<file path="src/rtl/combo_lock_fsm.sv">
module combo_lock_fsm #(
  parameter int unsigned VAL_W = 6,
  parameter bit          S0_DIR = 1'b0,
  parameter int unsigned S0_VAL = 13,
  parameter bit          S1_DIR = 1'b1,
  parameter int unsigned S1_VAL = 22,
  parameter bit          S2_DIR = 1'b0,
  parameter int unsigned S2_VAL = 3
) (
  input  logic             clk,
  input  logic             rst,
  input  logic             op_valid,
  input  logic             op_dir,
  input  logic [VAL_W-1:0] op_val,
  input  logic             relock,
  output logic             unlocked,
  output logic [1:0]       progress
);

  typedef enum logic [1:0] {
    ST_IDLE = 2'b00,
    ST_ONE  = 2'b01,
    ST_TWO  = 2'b10,
    ST_OPEN = 2'b11
  } lock_st_e;

  localparam logic [VAL_W:0] STEP0 = {S0_DIR, VAL_W'(S0_VAL)};
  localparam logic [VAL_W:0] STEP1 = {S1_DIR, VAL_W'(S1_VAL)};
  localparam logic [VAL_W:0] STEP2 = {S2_DIR, VAL_W'(S2_VAL)};

  lock_st_e st_q, st_d;
  logic [VAL_W:0] op;
  logic hit0, hit1, hit2;

  assign op   = {op_dir, op_val};
  assign hit0 = (op == STEP0);
  assign hit1 = (op == STEP1);
  assign hit2 = (op == STEP2);

  always_comb begin
    st_d = st_q;
    if (relock) begin
      st_d = ST_IDLE;
    end else if (op_valid) begin
      unique case (st_q)
        ST_IDLE: st_d = hit0 ? ST_ONE : ST_IDLE;
        ST_ONE:  st_d = hit1 ? ST_TWO  : (hit0 ? ST_ONE : ST_IDLE);
        ST_TWO:  st_d = hit2 ? ST_OPEN : (hit0 ? ST_ONE : ST_IDLE);
        ST_OPEN: st_d = ST_OPEN;
        default: st_d = ST_IDLE;
      endcase
    end
  end

  always_ff @(posedge clk) begin
    if (rst) st_q <= ST_IDLE;
    else     st_q <= st_d;
  end

  assign progress = st_q;
  assign unlocked = (st_q == ST_OPEN);

endmodule

</file>
<file path="config.mk">
export PLATFORM = sky130hd
export DESIGN_NAME = combo_lock_fsm
export DESIGN_NICKNAME = d
export VERILOG_FILES = /design/src/rtl/combo_lock_fsm.sv
export SDC_FILE = /design/constraint.sdc
export NUM_CORES = 1
export LEC_CHECK = 0
export BUFFER_PORTS_ARGS = -buffer_cell sky130_fd_sc_hd__buf_2
export CAP_MARGIN = 40
export CORE_AREA = 2 2 39 41
export DETAILED_ROUTE_END_ITERATION = 8
export DIE_AREA = 0 0 41 43
export PLACE_DENSITY = 0.37
export REMOVE_ABC_BUFFERS = 1
export SETUP_SLACK_MARGIN = 0.15
export SYNTH_ARGS = -nofsm -noshare
export SYNTH_HDL_FRONTEND = slang
export SYNTH_SLANG_ARGS = --single-unit
</file>
<file path="constraint.sdc">
create_clock -name clk -period 2.15 [get_ports clk]
set_clock_uncertainty 0.05 [all_clocks]
set_input_delay 0.1075 -clock clk [delete_from_list [all_inputs] [get_ports clk]]
set_output_delay 0.1075 -clock clk [all_outputs]
set_load 0.05 [all_outputs]
</file>
### After elaboration in Yosys (flattened, before gate mapping)

Index checks and enable logic that the tools add are counted.

* ROM bits: 0
* bits in registers: 2
* memories: 0
* bits in latches: 0
* word-level logic and storage cells: 13
* output and inout port bits: 3
* RAM bits: 0
* input port bits: 11

* order comparisons: 0
* add/sub/neg operators: 0
* div/mod/pow operators: 0
* multiply operators: 0
* shift operators: 0
* reduce and logical (&&, ||, !) cells: 2
* multiplexer cells: 4
* bitwise operators: 0
* equal/unequal tests: 6

Operators with widths (count)
* 2-bit case mux with 4 select lines: 1
* 7-bit by 2-bit == test with 1-bit output, second input constant: 1
* 7-bit by 4-bit == test with 1-bit output, second input constant: 1
* 7-bit == test, second input constant: 1
* 2-bit == test, second input constant: 2
* 2-bit 2-to-1 mux: 2
* 2-bit by 1-bit == test with 1-bit output, second input constant: 1
* 2-bit zero test: 1
* 2-bit OR reduction: 1
* 1-bit 2-to-1 mux: 1

### Depth between registers and ports, before layout

* depth after elaboration: 4
* gate-level depth with buffers: 3

### Worst setup path after synthesis

Ideal clock, no wire load.

* path kind: register to register
* start point: register st_q[1] (netlist: progress[1])
* end point: register st_q[0] (netlist: progress[0])
* cell stages (with the launch flop): 4
* clock period less this slack: 1.344 ns
* data arrival time: 1.215 ns
* setup slack: 0.806 ns
* buffers on the path: 0
* cells stage by stage: dfxtp_1 -> and4bb_2 -> o211ai_1 -> a211oi_2

* word-level cells in the longest chain between the ends: 2

RTL lines
* start: declaration: RTL line 31 `lock_st_e st_q, st_d;`
* start signal: assignment: RTL line 57 `else st_q <= st_d;`
* 2-bit == test (tied with other cells): RTL line 45 `unique case (st_q)`
* 2-bit case mux with 4 select lines (*): RTL line 45

Every way passes the cells marked *; elsewhere a longest branch is shown, timed or not.
A chain may end at the register's enable or synchronous reset.

### Worst setup path in the final report

* start point: register st_q[1] (netlist: progress[1])
* end point: output port unlocked

* word-level cells in the longest chain between the ends: 1

RTL lines
* 2-bit == test: RTL line 61 `assign unlocked = (st_q == ST_OPEN);`
* end: declaration: RTL line 16 `output logic unlocked,`

No other way between the ends.

==> results.txt <==
----------------------------------------------------
[Timing]
  Setup violation total in the final timing report ... 0
  Transition at the pin with the smallest max-transition slack ... 0.230 ns
  Final critical delay including setup and external delays ... 1.15 ns
  Final Slew Violations ... 0
  Max-Slew Margin vs Limit ... 84.5%
  Hold Fails Final Rpt ... 0
  Setup TNS ... 0 ns
  Minimum setup slack in the final design ... 1.00 ns
  Max Clk Rate ... 0.872 GHz
  RSZ-0062 raised after global routing ... false
  Fin crit share ... 53.3%

[Detailed routing]
  Routed via count divided by cell count ... 4.17
  1st-iter DRT viols ... 5
  Drt drc ... 0
  Total via count in the routed design ... 196
  Post-detailed-routing wire length ... 472 µm
  Detail Route Antenna Nets ... 0
  Detailed-router iteration count before antenna repair ... 2
  Per-cell routed wire length ... 10.0 µm

[Global route]
  GR Overflow Total ... 0
  Antenna violations before repair ... 0
  Vias in the first global route ... 189
  Overall global routing resource usage ... 6.51%
  First-pass GRT wire length ... 731 µm
  Maximum number of pins on one net before global-route repair ... 6

[Logic synthesis]
  Number of distinct standard cells referenced by the synthesized netlist ... 13
  Synth top area cells ... sky130_fd_sc_hd__dfxtp_1 (25%), sky130_fd_sc_hd__and4bb_2 (15%), sky130_fd_sc_hd__nor4b_4 (15%), sky130_fd_sc_hd__a211oi_2 (7.7%), sky130_fd_sc_hd__and4b_2 (6.9%)
  Yosys top cell area share ... 24.6%
  Flop and latch count out of synthesis ... 2
  Post-synthesis area per instance ... 10.8 µm²
  Post-synthesis instance total ... 15
  Yosys warnings ... 0
  Netlist Area Pre-Place ... 163 µm²
  Sequential element share of the synthesized area ... 24.6%
  Post-synthesis cell type with the largest combined area ... sky130_fd_sc_hd__dfxtp_1

[Cells and area]
  Commonest non-fill, non-tap cells in the layout ... sky130_fd_sc_hd__buf_2 (13), sky130_fd_sc_hd__clkbuf_4 (3), sky130_fd_sc_hd__and4bb_2 (2), sky130_fd_sc_hd__dfxtp_1 (2)
  Net total in the final layout ... 44
  Most frequent standard cell in the layout excluding fill and tap cells ... sky130_fd_sc_hd__buf_2
  Number of diodes ... 0
  Flip-flop count of the largest register after layout ... 2
  Ratio of cells with drive above 1 in the final layout ... 67.7%
  Total non-filler cell area in the finished layout ... 270 µm²
  Layout-stage area growth over the synthesis result ... 66.2%

[Worst setup path]
  Worst flop-to-flop path startpoint ... progress[1]$_SDFFE_PP0P_
  Required time of the critical path ... 1.99 ns
  Crit path capture ... unlocked
  Reg-to-reg slack, setup ... 1.08 ns
  Setup Crit Path Kind ... flop to output pin
  Arr. time, crit path ... 0.99 ns
  Crit path launch type ... flop
  Type of element capturing the critical path ... output pin
  Worst R2R Path Depth ... 3
  CP Launch Point ... progress[1]$_SDFFE_PP0P_
  Largest fanout on the critical path ... 5
  Worst reg2reg endpoint ... progress[0]$_SDFFE_PP0P_

[CTS]
  CTS sink cnt ... 2
  Clock-pin slew on the worst setup and hold paths ... 0.03 ns
  Total of cells resized after clock tree synthesis ... 0
  Insertion delay to the later sink of the worst-skew pair ... 0.22 ns
  TritonCTS clock tree ... done
  CTS Buf Count ... 3
  Setup repair bufs after CTS ... 0
  # H-tree levels ... 1
  Hold buffer count at cts ... 0
  CTS root buffer ... sky130_fd_sc_hd__clkbuf_4
  Maximum count of clock buffers along a single path ... 2

[Power]
  Maximum VDD drop ... 0.0000824 V
  Leakage ... 0.125 nW
  Final Total Pwr ... 0.140 mW
  Ratio of total power to cell area ... 517 nW/µm²

[Floorplan]
  Effective utilization at floorplan ... 11.8%
  Die area ... 1760 µm²
  Count of pins on the block boundary ... 14
  Height of the chip ... 43 µm
  Core area ... 1380 µm²
  Number of rows created at floorplan ... 14
  Die X ... 41 µm

[Place]
  Post-place instance area ... 248 µm²
  Worst Setup Slack post-DPL ... 1.10 ns
  Number of buffers added on ports ... 13
  Half-perimeter wire length of the detailed placement result ... 410 µm
  RD Place Congestion ... 0.531

[Hold path]
  Class of the most critical hold timing path ... input pin to flop

[Run status]
  Result of the run ... completed

[Run]
  Number of maximum-capacitance constraint violations ... 0

----------------------------------------------------
[synth_stat cells, drive strengths merged]
cell type / instances
a211oi: 2
and4bb: 2
dfxtp: 2
a21oi: 1
and2: 1
and3b: 1
and4b: 1
inv: 1
nor4: 1
nor4b: 1
o211ai: 1
o21ai: 1
[metal layers]
| metal | GRT usage (%) | up-vias | wire, µm |
|---|---|---|---|
| met1 | 7.64 | 86 | 200 |
| met2 | 7.50 | 14 | 189 |
| met5 | 0 | - | 0 |
| met4 | 8.00 | 0 | 0 |
| li1 | - | 96 | - |
| met3 | 2.62 | 0 | 82 |
[power by group]
part           leakage, nW  switching [mW]  total (mW)  internal [mW]
combinational       0.0952         0.00867      0.0197         0.0111
clock               0.0138          0.0210      0.0825         0.0615
sequential          0.0161       0.0000343      0.0375         0.0374
[area by class of cell]
type	instances	area (µm²)
Clock buffer	3	22.5
Fill cell	159	1110
Inverter	1	3.75
Multi-Input combinational cell	12	119
Sequential cell	2	40.0
Tap cell	16	20.0
Timing Repair Buffer	13	65.1
[stage by stage]
| stage | hold WS (ns) | utilization [%] | cells |
|---|---|---|---|
| after floorplan | 0.122 | - | 15 |
| after global placement | 0.240 | 17.9 | 44 |
| after detailed placement | 0.242 | 17.9 | 44 |
| after CTS | 0.00358 | 19.5 | 47 |
| after global routing | 0.00854 | 19.5 | 47 |
| final | 0.0127 | 19.5 | 47 |
[cell families (layout without fill, tap and decap cells)]
kind of cell / after synthesis / count (layout) / share of synthesized area, %
AOI/OAI and AO/OA: 5 / 5 / 23.1
DFF: 2 / 2 / 24.6
and+or+nand+nor: 7 / 7 / 50.0
buffers and inverters: 1 / 17 / 2.31
[worst max-delay path, cell delays in order, from the launching register on]
cell and delay (ns):
sky130_fd_sc_hd__dfxtp_1 0.38, sky130_fd_sc_hd__and2_1 0.14, sky130_fd_sc_hd__buf_2 0.25
[how the worst min path moves through the flow]
stage / cells after the start / to / startpoint / slack (ns)
after floorplan: 1 / progress[0]$_SDFFE_PP0P_ / rst / 0.12
after global placement: 2 / progress[0]$_SDFFE_PP0P_ / rst / 0.24
after detailed placement: 2 / progress[0]$_SDFFE_PP0P_ / rst / 0.24
after CTS: 2 / progress[0]$_SDFFE_PP0P_ / rst / 0.004
after global routing: 2 / progress[0]$_SDFFE_PP0P_ / rst / 0.009
final: 2 / progress[0]$_SDFFE_PP0P_ / rst / 0.01
Note: power is estimated with default switching activity, not from simulation.
